## config.mk

```make
export PLATFORM = sky130hd
export DESIGN_NAME = amo_rmw_unit
export DESIGN_NICKNAME = d
export VERILOG_FILES = /design/src/rtl/amo_pkg.sv /design/src/rtl/amo_decode.sv /design/src/rtl/amo_alu.sv /design/src/rtl/amo_ctrl.sv /design/src/rtl/amo_rmw_unit.sv
export SDC_FILE = /design/constraint.sdc
export NUM_CORES = 1
export LEC_CHECK = 0
export ABC_CLOCK_PERIOD_IN_PS = 4850
export BUFFER_PORTS_ARGS = -buffer_cell sky130_fd_sc_hd__buf_2
export CAP_MARGIN = 10
export CORE_UTILIZATION = 38
export CTS_CLUSTER_DIAMETER = 40
export DETAILED_ROUTE_END_ITERATION = 8
export PLACE_DENSITY = 0.66
export SETUP_SLACK_MARGIN = 0.2
export SLEW_MARGIN = 20
export SYNTH_ARGS = -nofsm -noshare
export SYNTH_HDL_FRONTEND = slang
export SYNTH_SLANG_ARGS = --single-unit
```

## constraint.sdc

```tcl
create_clock -name clk -period 4.85 [get_ports clk]
set_input_delay 0.97 -clock clk [delete_from_list [all_inputs] [get_ports clk]]
set_output_delay 0.97 -clock clk [all_outputs]
set_load 0.02 [all_outputs]
```

## src/rtl/amo_pkg.sv

```systemverilog
package amo_pkg;
  localparam logic [6:0] AMO_OPCODE = 7'b0101111;
  localparam logic [2:0] AMO_WORD_F3 = 3'b010;
  localparam int unsigned MEM_W = 32;

  typedef enum logic [3:0] {
    AMO_SWAP, AMO_ADD, AMO_XOR, AMO_AND, AMO_OR,
    AMO_MIN, AMO_MAX, AMO_MINU, AMO_MAXU
  } amo_op_e;

  typedef enum logic [2:0] {
    ST_IDLE, ST_RD_REQ, ST_RD_WAIT, ST_WR_REQ, ST_WR_WAIT, ST_DONE, ST_ILL
  } amo_state_e;
endpackage

```

## src/rtl/amo_decode.sv

```systemverilog
module amo_decode
  import amo_pkg::*;
(
  input  logic [6:0] opcode_i,
  input  logic [2:0] width_i,
  input  logic [4:0] func_i,
  output logic       legal_o,
  output amo_op_e    op_o
);
  logic func_known;

  always_comb begin
    func_known = 1'b1;
    op_o       = AMO_SWAP;
    unique case (func_i)
      5'b00001: op_o = AMO_SWAP;
      5'b00000: op_o = AMO_ADD;
      5'b00100: op_o = AMO_XOR;
      5'b01100: op_o = AMO_AND;
      5'b01000: op_o = AMO_OR;
      5'b10000: op_o = AMO_MIN;
      5'b10100: op_o = AMO_MAX;
      5'b11000: op_o = AMO_MINU;
      5'b11100: op_o = AMO_MAXU;
      default:  func_known = 1'b0;
    endcase
  end

  assign legal_o = func_known && (opcode_i == AMO_OPCODE) && (width_i == AMO_WORD_F3);
endmodule

```

## src/rtl/amo_alu.sv

```systemverilog
module amo_alu
  import amo_pkg::*;
#(
  parameter int unsigned XLEN = 32
) (
  input  amo_op_e         op_i,
  input  logic [XLEN-1:0] old_i,
  input  logic [XLEN-1:0] src_i,
  output logic [XLEN-1:0] new_o
);
  logic lt_signed;
  logic lt_unsigned;

  assign lt_signed   = $signed(old_i) < $signed(src_i);
  assign lt_unsigned = old_i < src_i;

  always_comb begin
    unique case (op_i)
      AMO_SWAP: new_o = src_i;
      AMO_ADD:  new_o = old_i + src_i;
      AMO_XOR:  new_o = old_i ^ src_i;
      AMO_AND:  new_o = old_i & src_i;
      AMO_OR:   new_o = old_i | src_i;
      AMO_MIN:  new_o = lt_signed   ? old_i : src_i;
      AMO_MAX:  new_o = lt_signed   ? src_i : old_i;
      AMO_MINU: new_o = lt_unsigned ? old_i : src_i;
      AMO_MAXU: new_o = lt_unsigned ? src_i : old_i;
      default:  new_o = src_i;
    endcase
  end
endmodule

```

## src/rtl/amo_ctrl.sv

```systemverilog
module amo_ctrl
  import amo_pkg::*;
(
  input  logic       clk,
  input  logic       rst_n,
  input  logic       start_i,
  input  logic       legal_i,
  input  logic       mem_ready_i,
  input  logic       mem_rsp_i,
  output amo_state_e state_o
);
  amo_state_e state_q, state_d;

  always_comb begin
    state_d = state_q;
    unique case (state_q)
      ST_IDLE:    if (start_i) state_d = legal_i ? ST_RD_REQ : ST_ILL;
      ST_RD_REQ:  if (mem_ready_i) state_d = ST_RD_WAIT;
      ST_RD_WAIT: if (mem_rsp_i) state_d = ST_WR_REQ;
      ST_WR_REQ:  if (mem_ready_i) state_d = ST_WR_WAIT;
      ST_WR_WAIT: if (mem_rsp_i) state_d = ST_DONE;
      ST_DONE:    state_d = ST_IDLE;
      ST_ILL:     state_d = ST_IDLE;
      default:    state_d = ST_IDLE;
    endcase
  end

  always_ff @(posedge clk or negedge rst_n) begin
    if (!rst_n) state_q <= ST_IDLE;
    else        state_q <= state_d;
  end

  assign state_o = state_q;


  idle_return_chk: assert property (@(posedge clk) disable iff (!rst_n)
    (state_q == ST_DONE || state_q == ST_ILL) |=> (state_q == ST_IDLE));
endmodule

```

## src/rtl/amo_rmw_unit.sv

```systemverilog
module amo_rmw_unit
  import amo_pkg::*;
#(
  parameter int unsigned XLEN = 32
) (
  input  logic            clk,
  input  logic            rst_n,
  input  logic            start_i,
  input  logic [31:0]     insn_i,
  input  logic [XLEN-1:0] rs1_val_i,
  input  logic [XLEN-1:0] rs2_val_i,
  output logic            busy_o,
  output logic            done_o,
  output logic            illegal_o,
  output logic            rd_we_o,
  output logic [4:0]      rd_idx_o,
  output logic [XLEN-1:0] rd_data_o,
  output logic            aq_o,
  output logic            rl_o,
  output logic            mem_req_o,
  output logic            mem_we_o,
  output logic [XLEN-1:0] mem_addr_o,
  output logic [31:0]     mem_wdata_o,
  output logic            mem_lock_o,
  input  logic            mem_ready_i,
  input  logic            mem_rsp_i,
  input  logic [31:0]     mem_rdata_i
);
  localparam int unsigned RD_W = 5;

  amo_state_e state;
  amo_op_e    op_dec, op_q;
  logic       legal;
  logic       accept;
  logic       capture;
  logic       unused_fields;

  logic [RD_W-1:0] rd_q;
  logic            aq_q, rl_q;
  logic [XLEN-1:0] addr_q, src_q, old_q, new_val, old_ext;
  logic signed [MEM_W-1:0] rdata_s;

  assign unused_fields = ^insn_i[24:15];

  amo_decode u_decode (
    .opcode_i (insn_i[6:0]),
    .width_i  (insn_i[14:12]),
    .func_i   (insn_i[31:27]),
    .legal_o  (legal),
    .op_o     (op_dec)
  );

  amo_ctrl u_ctrl (
    .clk         (clk),
    .rst_n       (rst_n),
    .start_i     (start_i),
    .legal_i     (legal),
    .mem_ready_i (mem_ready_i),
    .mem_rsp_i   (mem_rsp_i),
    .state_o     (state)
  );

  amo_alu #(.XLEN(XLEN)) u_alu (
    .op_i  (op_q),
    .old_i (old_q),
    .src_i (src_q),
    .new_o (new_val)
  );

  assign accept  = start_i && legal && (state == ST_IDLE);
  assign capture = mem_rsp_i && (state == ST_RD_WAIT);
  assign rdata_s = $signed(mem_rdata_i);
  assign old_ext = XLEN'(rdata_s);

  always_ff @(posedge clk or negedge rst_n) begin
    if (!rst_n) begin
      op_q   <= AMO_SWAP;
      rd_q   <= '0;
      aq_q   <= 1'b0;
      rl_q   <= 1'b0;
      addr_q <= '0;
      src_q  <= '0;
    end else if (accept) begin
      op_q   <= op_dec;
      rd_q   <= insn_i[11:7];
      aq_q   <= insn_i[26];
      rl_q   <= insn_i[25];
      addr_q <= rs1_val_i;
      src_q  <= rs2_val_i;
    end
  end

  always_ff @(posedge clk or negedge rst_n) begin
    if (!rst_n)       old_q <= '0;
    else if (capture) old_q <= old_ext;
  end

  assign busy_o      = (state != ST_IDLE);
  assign done_o      = (state == ST_DONE);
  assign illegal_o   = (state == ST_ILL);
  assign mem_req_o   = (state == ST_RD_REQ) || (state == ST_WR_REQ);
  assign mem_we_o    = (state == ST_WR_REQ);
  assign mem_lock_o  = (state == ST_RD_REQ) || (state == ST_RD_WAIT) ||
                       (state == ST_WR_REQ) || (state == ST_WR_WAIT);
  assign mem_addr_o  = addr_q;
  assign mem_wdata_o = new_val[MEM_W-1:0];
  assign rd_we_o     = done_o && (rd_q != '0);
  assign rd_idx_o    = rd_q;
  assign rd_data_o   = old_q;
  assign aq_o        = aq_q;
  assign rl_o        = rl_q;


  done_pulse_chk: assert property (@(posedge clk) disable iff (!rst_n)
    done_o |=> !done_o);

  lock_cover_chk: assert property (@(posedge clk) disable iff (!rst_n)
    mem_req_o |-> mem_lock_o);

  illegal_quiet_chk: assert property (@(posedge clk) disable iff (!rst_n)
    illegal_o |-> (!mem_req_o && !done_o && !mem_lock_o));

  addr_hold_chk: assert property (@(posedge clk) disable iff (!rst_n)
    busy_o |=> $stable(mem_addr_o));

  rd_zero_chk: assert property (@(posedge clk) disable iff (!rst_n)
    rd_we_o |-> (done_o && rd_idx_o != '0));
endmodule

```

==> results of run 1 <==
[routing by layer]
layer / vias to the layer above / part of all wire / global-route usage
li1: 3968 / - / -
met1: 3857 / 0.44 / 0.2860
met2: 297 / 0.47 / 0.3733
met3: 38 / 0.067 / 0.04678
met4: 2 / 0.020 / 0.06926
met5: - / 0.00030 / 0
[kinds of logic (layout without fill, tap and decap cells)]
group           count (synthesis)  count (layout)  synth area share
compound gates                290             290            0.2334
simple gates                  230             230            0.1280
buf+inv                       141             409           0.06608
flops                         110             110            0.3167
fa+ha+maj                      97              97            0.1405
mux                            76              76           0.09819
xor+xnor                       17              17           0.01713
[worst paths after layout]
check                                  start              end  cells after the start
max reg2reg                u_ctrl.state_o[2]        src_q[25]                      3
max                                 src_q[7]  mem_wdata_o[20]                     15
min reg2reg                   mem_addr_o[31]   mem_addr_o[31]                      1
max in group asynchronous              rst_n   mem_addr_o[19]                      2
min in group asynchronous              rst_n     rd_data_o[6]                      1
min                           mem_addr_o[31]   mem_addr_o[31]                      1
[final cells by class]
class	count	share of cell area
Tap cell	280	0.03077
Multi-Input combinational cell	710	0.5091
Clock inverter	6	0.005055
Clock buffer	9	0.01978
Inverter	82	0.02703
Sequential cell	110	0.2425
Timing Repair Buffer	312	0.1657
[worst reg2reg max path, cell delays in order (launching register included)]
cell,delay (ps)
dfrtp_1,600
nand4b_1,190
buf_4,510
mux2_2,460
[power by group through the flow]
stage,clock network (mW),registers (mW),logic [mW]
after CTS,0.777,1.22,2.09
after detailed placement,0,1.29,1.78
after floorplan,0,1.41,1.10
after global placement,0,1.28,1.77
after global routing,0.808,1.25,2.59
final,0.752,1.22,2.36
[cells in the final DEF (no fill, tap or decap), drive strengths merged, types with 10 or more instances in the layout]
cell,n
nor2,52
a21oi,53
o211ai,10
inv,85
a22oi,17
nor3,15
a21o,21
o21bai,10
dfrtp,110
nand2,89
nand3,12
o21ai,94
ha,96
nand4,11
mux2,74
a221oi,20
buf,312
[per-stage QoR]
stage               instance area, sq um  cells    util  hold WS (ps)
floorplan                           8691    961       -         527.9
global placement                   10100   1435  0.4572         481.2
detailed placement                 10100   1435  0.4572         488.2
CTS                                10890   1485  0.4928         508.0
global route                       11390   1509  0.5153         524.9
finish                             11390   1509  0.5153         503.9
[timing repair]
item | in CTS | in global routing
gates cloned | 2 | 0
endpoints found under the setup margin | 32 | 32
hold buffers | 0 | 0
resized for setup | 45 | 74
buffers inserted | 33 | 24
pin swaps | 8 | 24
hold endpoints to repair | 0 | 0
[flip-flops by register name (all words and copies together), names as in the netlist]
signal,flops
op_q,4
rl_o,1
u_ctrl.state_o,3
src_q,32
mem_addr_o,32
aq_o,1
rd_data_o,32
rd_idx_o,5
==> metrics.md, run 1 <==
| Metric | Value |
|---|---|
| Run status | finished clean |
| Row Count | 54 |
| Crit path launch type | register |
| Critical Path Most Common Cell | buf_6 |
| Slew Limit Headroom | 0.3765 |
| Sequential fraction of design power | 0.282 |
| Worst slew pin tran | 935.2 ps |
| Pre-antenna DRT Iters | 6 |
| Top FF cell, synth | dfrtp_1 |
| Total congestion overflow | 0 |
| Crit Path Max Fanout | 6 |
| Fillers | 2070 |
| Pwr Total | 4.331 mW |
| WL per Instance | 17.41 um |
| Final ANT Viol Nets | 0 |
| WS Path Type | register to output port |
| Post-Place Setup Slack | 203.8 ps |
| Area contributors post-synth | dfrtp_1 32%, ha_1 14%, mux2_2 9.5%, o21ai_0 4.6%, nand2_1 3.8% |
| Post-detailed-placement half-perimeter wirelength | 18.28 mm |
| Worst endpoint required time | 3880 ps |
| Fin crit share | 0.9613 |
| H-tree lvl count | 3 |
| # IOs | 243 |
| DRT Wirelength | 26.27 mm |
| First-pass GRT wire length | 41.85 mm |
| Largest net degree at the start of global routing | 72 |
| Via/cell ratio | 5.409 |
| Clock sink count | 110 |
| Deepest clock path buffer count | 2 |
| Syn Area/Cell | 9.044 sq um |
| Final min period | 4662 ps |
| Critical path, cell by cell | inv_2 > ha_4 > buf_6 > nor2_4 > o31ai_4 > a31oi_2 > o211ai_1 > buf_4 > nand3_4 > and3_4 > o41a_1 > buf_12 > a222oi_1 > nand2_1 > buf_6 |
| Final WS setup | 187.5 ps |
| Vias in the first global route | 8205 |
| Chip height | 153.2 um |
| CP Data Arrival Time | 3690 ps |
| CP top delay family | compound AO/OA/AOI/OAI gates |
| TritonCTS clock tree | built |
| RSZ-0062 raised after global routing | true |
| Overall die width | 153.2 um |
| Synth cell types | 75 |
| Setup TNS | 0 ps |
| Initial core utilization | 0.3934 |
| Fmax | 214.5 MHz |
| Drt first-iter violations | 376 |
| Reg clk slew, reported paths | 90 ps |
| Layout cells sized above 1 | 0.3987 |
| Port bufs | 232 |
| Worst Skew | 15.64 ps |
| Most common cell in the netlist | dfrtp_1 |
| Number of max-cap violations | 0 |
| FF/Latch Area | 2761 sq um |
| Yosys warning count | 0 |
| CP endpoint kind | output port |
| Pint | 2.408 mW |
| GP Congestion | 0.8157 |
| Post-Syn Nets | 1191 |
| Leakage | 5.637 nW |
| Number of synthesized flops with an enable pin | 0 |
| Slowest-stage cell, CP | o41a_1 |
| Buffers & Inverters on Critical Path | 5 |
| Pwr per Cell Area | 380.4 nW/um^2 |
| Layout Nets | 1455 |
| Max VDD drop | 228.0 uV |
| Mapped Cells | 961 |
| #FFs+latches synth | 110 |
| Area grow syn2layout | 31.01% |
| Via count | 8162 |
| Sw Ratio | 0.4441 |
| Area fraction of the dominant cell type after synthesis | 0.3167 |
| DR DRC count | 0 |
| Die area | 23480 sq um |
| GRT Total Usage | 0.2227 |
| Initial antenna violation count | 1 |
| Most instantiated cells after synthesis | 110 x dfrtp_1, 96 x ha_1, 89 x nand2_1 |
| Mapped Area | 8691 sq um |
| Multi-input gate area | 5797 sq um |
| Combinational Power Share | 0.544 |
| Seq/Total Area, Yosys | 0.3167 |
| Final hold viol count | 0 |
| Asr flop ratio synth | 1.000 |
| Cell taking the most area after synthesis | dfrtp_1 |
| Ant diodes | 0 |
| Sw Pwr | 1.923 mW |
| Clk pwr share | 0.174 |
| Root Buffer | clkbuf_16 |
| CTS Buf Count | 9 |
| Worst min path class | register to register |
| Slew Limit Fails | 0 |
| CORE AREA | 22090 sq um |
| Worst-Skew Late Latency | 360 ps |
| Final setup viols | 0 |
| R2R Setup Slk | 2960 ps |
| Slowest stage delay, CP | 490 ps |
Note: power is estimated with default switching activity, not from simulation.
==> run 2, diff against run 1 <==
RECOVER_POWER = 50   (was unset)
==> metrics.md, run 2 (synthesis results as in run 1) <==
| Metric | Value |
|---|---|
| Met1 Track Usage GR | 0.2860 (unchanged) |
| Clock sink count | 110 (unchanged) |
| Run status | complete, but fails checks (was finished clean) |
| Overall die width | 153.2 um (unchanged) |
| CP Data Arrival Time | 3690 ps (about the same) |
| GRT Max-Usage Layer | met2 (unchanged) |
| Final hold viol count | 0 (unchanged) |
| WS Path Type | register to output port (unchanged) |
| Slew Limit Headroom | -0.6402 (was 0.3765) |
| H-tree lvl count | 3 (unchanged) |
| FF-to-FF path depth | 4 (was 3) |
| Grt met3 use | 0.04678 (unchanged) |
| Worst endpoint required time | 3880 ps (about the same) |
| Row Count | 54 (unchanged) |
| Via/cell ratio | 5.408 (was 5.409) |
| Initial antenna violation count | 1 (unchanged) |
| Die area | 23480 sq um (unchanged) |
| Hold Path Stages | 1 (unchanged) |
| Area grow syn2layout | 29.97% (was 31.01%) |
| Drt first-iter violations | 367 (was 376) |
| Multi-input gate area | 5791 sq um (was 5797 sq um) |
| Hold buffer count at CTS | 0 (unchanged) |
| Pre-antenna DRT Iters | 4 (was 6) |
| Via count | 8160 (was 8162) |
| Setup TNS | 0 ps (unchanged) |
| Reg2Reg Launch Point | u_ctrl.state_o[1] (was u_ctrl.state_o[2]) |
| Deepest clock path buffer count | 2 (unchanged) |
| Port bufs | 232 (unchanged) |
| Ant diodes | 0 (unchanged) |
| Crit Path Max Fanout | 6 (unchanged) |
| Fin crit share | 0.9605 (was 0.9613) |
| Crit path launch type | register (unchanged) |
| CORE AREA | 22090 sq um (unchanged) |
| Layout Nets | 1455 (unchanged) |
| TritonCTS clock tree | built (unchanged) |
| DP Area | 10100 sq um (unchanged) |
| CTS Buf Count | 9 (unchanged) |
| Total congestion overflow | 0 (unchanged) |
| Met2 Use GR | 0.3733 (unchanged) |
| Final setup viols | 0 (unchanged) |
| First-pass GRT wire length | 41.85 mm (unchanged) |
| Commonest non-fill, non-tap cells in the layout | 163 x buf_2, 105 x dfrtp_1, 89 x nand2_1 (was 221 x buf_2, 103 x dfrtp_1, 89 x nand2_1) |
| RSZ-0062 raised after global routing | true (unchanged) |
| WL per Instance | 17.41 um (about the same) |
| Worst min path class | register to register (unchanged) |
| Chip height | 153.2 um (unchanged) |
| Worst slew pin tran | 2460 ps (was 935.2 ps) |
| Max VDD drop | 226.4 uV (was 228.0 uV) |
| Fillers | 2094 (was 2070) |
| Leakage | 5.399 nW (was 5.637 nW) |
| Layout cells sized above 1 | 0.3483 (was 0.3987) |
| Post-detailed-placement half-perimeter wirelength | 18.28 mm (unchanged) |
| Number of max-cap violations | 2 (was 0) |
| DRT Wirelength | 26.28 mm (was 26.27 mm) |
| Reg clk slew, reported paths | 90 ps (about the same) |
| Most common cell after layout, fill and taps aside | buf_2 (unchanged) |
| Root Buffer | clkbuf_16 (unchanged) |
| GRT Total Usage | 0.2227 (unchanged) |
| Largest net degree at the start of global routing | 72 (unchanged) |
| Failing checks | max-capacitance violations, max-slew violations |
| Final ANT Viol Nets | 0 (unchanged) |
| FF/Latch Area | 2759 sq um (was 2761 sq um) |
| Hold Startpoint | mem_addr_o[31] (unchanged) |
| DR DRC count | 0 (unchanged) |
| Pwr Total | 4.312 mW (was 4.331 mW) |
| Fmax | 214.7 MHz (was 214.5 MHz) |
| Slew Limit Fails | 137 (was 0) |
| Worst r2r dst | rd_data_o[7] (was src_q[25]) |
| Fin cells | 1509 (unchanged) |
| Vias in the first global route | 8205 (unchanged) |
| Post-placement cell count | 1435 (unchanged) |
| GP Congestion | 0.8157 (unchanged) |
| R2R Setup Slk | 1550 ps (was 2960 ps) |
| Initial core utilization | 0.3934 (unchanged) |
| Final min period | 4658 ps (was 4662 ps) |
| Worst Skew | 15.67 ps (was 15.64 ps) |
| Hold Path Sink | mem_addr_o[31] (unchanged) |
| Hold slack final | 507.5 ps (was 503.9 ps) |
| CP endpoint kind | output port (unchanged) |
| Fin area | 11300 sq um (was 11390 sq um) |
| Pwr per Cell Area | 381.7 nW/um^2 (was 380.4 nW/um^2) |
| Worst-Skew Late Latency | 360 ps (about the same) |
| # IOs | 243 (unchanged) |
run 2: worst max-delay path by stage:
| stage | start | end | slack, ps | cells past startpoint |
|---|---|---|---|---|
| final | src_q[7] | mem_wdata_o[20] | 190 | 15 |
| after floorplan | rd_data_o[30] | mem_wdata_o[19] | 750 | 12 |
| after global routing | src_q[24] | mem_wdata_o[20] | 30 | 13 |
| after global placement | rd_data_o[5] | mem_wdata_o[20] | 250 | 13 |
| after detailed placement | src_q[5] | mem_wdata_o[20] | 200 | 13 |
| after CTS | src_q[20] | mem_wdata_o[25] | 200 | 14 |
run 2: power by group:
part           internal [mW]  switching (mW)
logic                  0.966            1.37
registers               1.06           0.157
clock network          0.357           0.395
run 2: stage by stage:
stage	util	setup slack, ps
2_1_floorplan	-	748.9
3_3_place_gp	0.4572	249.6
3_5_place_dp	0.4572	203.8
4_1_cts	0.4928	200.0
5_1_grt	0.5113	25.16
6_report	0.5113	191.5
run 2: repair_timing:
item                       in CTS  in global routing
gates cloned                    2                  0
setup endpoints to repair      32                 32
buffers inserted               33                 24
pin swaps                       8                 24
gates resized for setup        45                 74
run 2: layer usage:
metal  wire [um]  up-vias
li1            -     3968
met1       11640     3870
met2       12370      284
met3        1737       36
met4         516        2
met5           8        -
run 2: area by class of cell:
class                      count  share of cell area
multi-input combinational    710              0.5126
timing repair buffer         312              0.1598
clock buffer                   9             0.01994
sequential                   110              0.2442
tap                          280             0.03101
inverter                      82             0.02725
clock inverter                 6            0.005095
run 2: worst max-delay path, stage by stage (launching register included):
cell and delay [ps]:
dfrtp_1 430, inv_2 80, ha_4 290, buf_6 110, nor2_4 40, o31ai_4 270
a31oi_2 80, o211ai_1 220, buf_4 170, nand3_4 70, and3_4 190, o41a_1 490
buf_12 200, a222oi_1 370, nand2_1 150, buf_6 160
==> run 3, diff against run 2 <==
CELL_PAD_IN_SITES_DETAIL_PLACEMENT = 0   (was unset)
CELL_PAD_IN_SITES_GLOBAL_PLACEMENT = 1   (was unset)
PLACE_DENSITY = 0.83   (was 0.66)
==> metrics.md, run 3 (synthesis results as in run 1) <==
| Metric | Value |
|---|---|
| Total congestion overflow | 0 (unchanged) |
| GP Congestion | 0.8427 (was 0.8157) |
| Hold buffer count at CTS | 0 (unchanged) |
| Root Buffer | clkbuf_16 (unchanged) |
| RSZ-0062 raised after global routing | true (unchanged) |
| Slew Limit Headroom | -0.7048 (was -0.6402) |
| DP Area | 10140 sq um (was 10100 sq um) |
| R2R Setup Slk | 1500 ps (was 1550 ps) |
| WS Path Type | register to output port (unchanged) |
| Pwr per Cell Area | 387.6 nW/um^2 (was 381.7 nW/um^2) |
| Slew Limit Fails | 105 (was 137) |
| Post-detailed-placement half-perimeter wirelength | 19.04 mm (was 18.28 mm) |
| DRT Wirelength | 26.74 mm (was 26.28 mm) |
| Critical Path Most Common Cell | a21oi_4 (was buf_6) |
| Buffers & Inverters on Critical Path | 5 (unchanged) |
| Fin crit share | 0.9407 (was 0.9605) |
| Via/cell ratio | 5.423 (was 5.408) |
| Reg2Reg Launch Point | u_ctrl.state_o[1] (unchanged) |
| Initial antenna violation count | 1 (unchanged) |
| Worst endpoint required time | 3880 ps (about the same) |
| Deepest clock path buffer count | 2 (unchanged) |
| Vias in the first global route | 8086 (was 8205) |
| Worst Skew | 12.45 ps (was 15.67 ps) |
| TritonCTS clock tree | built (unchanged) |
| H-tree lvl count | 3 (unchanged) |
| Largest net degree at the start of global routing | 65 (was 72) |
| # IOs | 243 (unchanged) |
| WL per Instance | 17.61 um (was 17.41 um) |
| CTS Buf Count | 9 (unchanged) |
| Final min period | 4562 ps (was 4658 ps) |
| Drt first-iter violations | 399 (was 367) |
| Most common cell after layout, fill and taps aside | buf_2 (unchanged) |
| Clock sink count | 110 (unchanged) |
| Critical path, cell by cell | inv_1 > ha_4 > inv_2 > a21oi_4 > a21oi_4 > a2111oi_4 > nand3_4 > and3_4 > o41a_1 > buf_6 > clkbuf_16 > a221oi_2 > o21ai_1 > buf_2 (was inv_2 > ha_4 > buf_6 > nor2_4 > o31ai_4 > a31oi_2 > o211ai_1 > buf_4 > nand3_4 > and3_4 > o41a_1 > buf_12 > a222oi_1 > nand2_1 > buf_6) |
| CORE AREA | 22090 sq um (unchanged) |
| Final hold viol count | 0 (unchanged) |
| Hold Startpoint | mem_addr_o[19] (was mem_addr_o[31]) |
| Crit path launch type | register (unchanged) |
| Slowest stage delay, CP | 490 ps (about the same) |
| Failing checks | max-capacitance violations, max-slew violations (unchanged) |
| Final setup viols | 0 (unchanged) |
| Post-Place Setup Slack | 245.5 ps (was 203.8 ps) |
| Commonest non-fill, non-tap cells in the layout | 194 x buf_2, 102 x dfrtp_1, 89 x nand2_1 (was 163 x buf_2, 105 x dfrtp_1, 89 x nand2_1) |
| GRT Total Usage | 0.2229 (was 0.2227) |
| Number of max-cap violations | 2 (unchanged) |
| Overall die width | 153.2 um (unchanged) |
| Worst slew pin tran | 2557 ps (was 2460 ps) |
| Crit Path Max Fanout | 11 (was 6) |
| Leakage | 5.537 nW (was 5.399 nW) |
| Die area | 23480 sq um (unchanged) |
| Port bufs | 232 (unchanged) |
| Row Count | 54 (unchanged) |
| First-pass GRT wire length | 42.02 mm (was 41.85 mm) |
| Setup TNS | 0 ps (unchanged) |
| Final ANT Viol Nets | 0 (unchanged) |
| Via count | 8237 (was 8160) |
| Initial core utilization | 0.3934 (unchanged) |
| Worst r2r dst | rd_data_o[20] (was rd_data_o[7]) |
| Area grow syn2layout | 30.46% (was 29.97%) |
| Pre-antenna DRT Iters | 5 (was 4) |
| CP top delay family | compound AO/OA/AOI/OAI gates (unchanged) |
| CP Data Arrival Time | 3590 ps (was 3690 ps) |
| Hold Path Sink | mem_addr_o[19] (was mem_addr_o[31]) |
| Layout Nets | 1463 (was 1455) |
| Worst-Skew Late Latency | 360 ps (about the same) |
| Run status | complete, but fails checks (unchanged) |
| Pwr Total | 4.395 mW (was 4.312 mW) |
| Fin area | 11340 sq um (was 11300 sq um) |
| CP endpoint kind | output port (unchanged) |
| Fmax | 219.2 MHz (was 214.7 MHz) |
| Max VDD drop | 234.9 uV (was 226.4 uV) |
| FF-to-FF path depth | 4 (unchanged) |
| Slowest-stage cell, CP | a2111oi_4 (was o41a_1) |
| Fin util | 0.5132 (was 0.5113) |
| Fillers | 2097 (was 2094) |
| Layout cells sized above 1 | 0.3659 (was 0.3483) |
| Chip height | 153.2 um (unchanged) |
| Worst min path class | register to register (unchanged) |
| Reg clk slew, reported paths | 90 ps (about the same) |
| Final WS setup | 287.6 ps (was 191.5 ps) |
| DR DRC count | 0 (unchanged) |
| Hold Path Stages | 1 (unchanged) |
run 3: changes by cell type in the layout (fill, tap and decap cells not counted), moves of 3 or more:
cell	change
buf_2	+31
buf_4	+8
buf_6	-9
clkbuf_1	-22
dfrtp_1	-3
dfrtp_2	+3
inv_1	+6
inv_2	-7
inv_8	+3
run 3: through the flow:
stage | hold slack [ps] | cells
after floorplan | 527.9 | 961
after detailed placement | 487.6 | 1438
after CTS | 511.5 | 1480
after global routing | 526.9 | 1519
final | 511.4 | 1519
after global placement | 483.2 | 1438
run 3: area by class of cell:
cell class | count | area [sq um] | share of cell area
clock inverter | 7 | 82.58 | 0.007283
clock buffer | 9 | 225.2 | 0.01986
multi-input combinational | 710 | 5773 | 0.5092
antenna | 1 | 2.502 | 0.0002207
tap | 280 | 350.3 | 0.03090
sequential | 110 | 2763 | 0.2437
inverter | 82 | 310.3 | 0.02737
timing repair buffer | 320 | 1832 | 0.1616
run 3: worst max path at each step:
stage / startpoint / end / slack [ps] / cells past startpoint
floorplan: rd_data_o[30] / mem_wdata_o[19] / 750 / 12
global placement: rd_data_o[5] / mem_wdata_o[20] / 250 / 13
detailed placement: rd_data_o[5] / mem_wdata_o[20] / 250 / 13
CTS: src_q[22] / mem_wdata_o[19] / 170 / 13
global route: rd_data_o[5] / mem_wdata_o[25] / 140 / 15
finish: src_q[19] / mem_wdata_o[29] / 290 / 14
run 3: report_power, final:
part           total, mW  internal (mW)  switching (mW)
sequential          1.22           1.07           0.157
combinational       2.37           1.01            1.37
clock              0.800          0.372           0.427
run 3: timing repair:
item / 4_1_cts / 5_1_grt
pin swaps: 8 / 16
setup endpoints to repair: 32 / 32
cloned: 0 / 2
gates resized for setup: 28 / 62
setup buffers: 26 / 36
run 3: per-layer routing:
metal,track usage,wire length (um),vias up
li1,-,-,3987
met1,0.2788,11540,3948
met2,0.3820,12960,275
met3,0.05585,1843,27
met4,0.05532,398,0
met5,0,0,-
run 3: worst register-to-register path, cell delays in order (launching register included):
cell and delay [ps]:
dfrtp_1 470, inv_1 150, nor4b_1 340, clkbuf_1 1850
o21ai_0 310
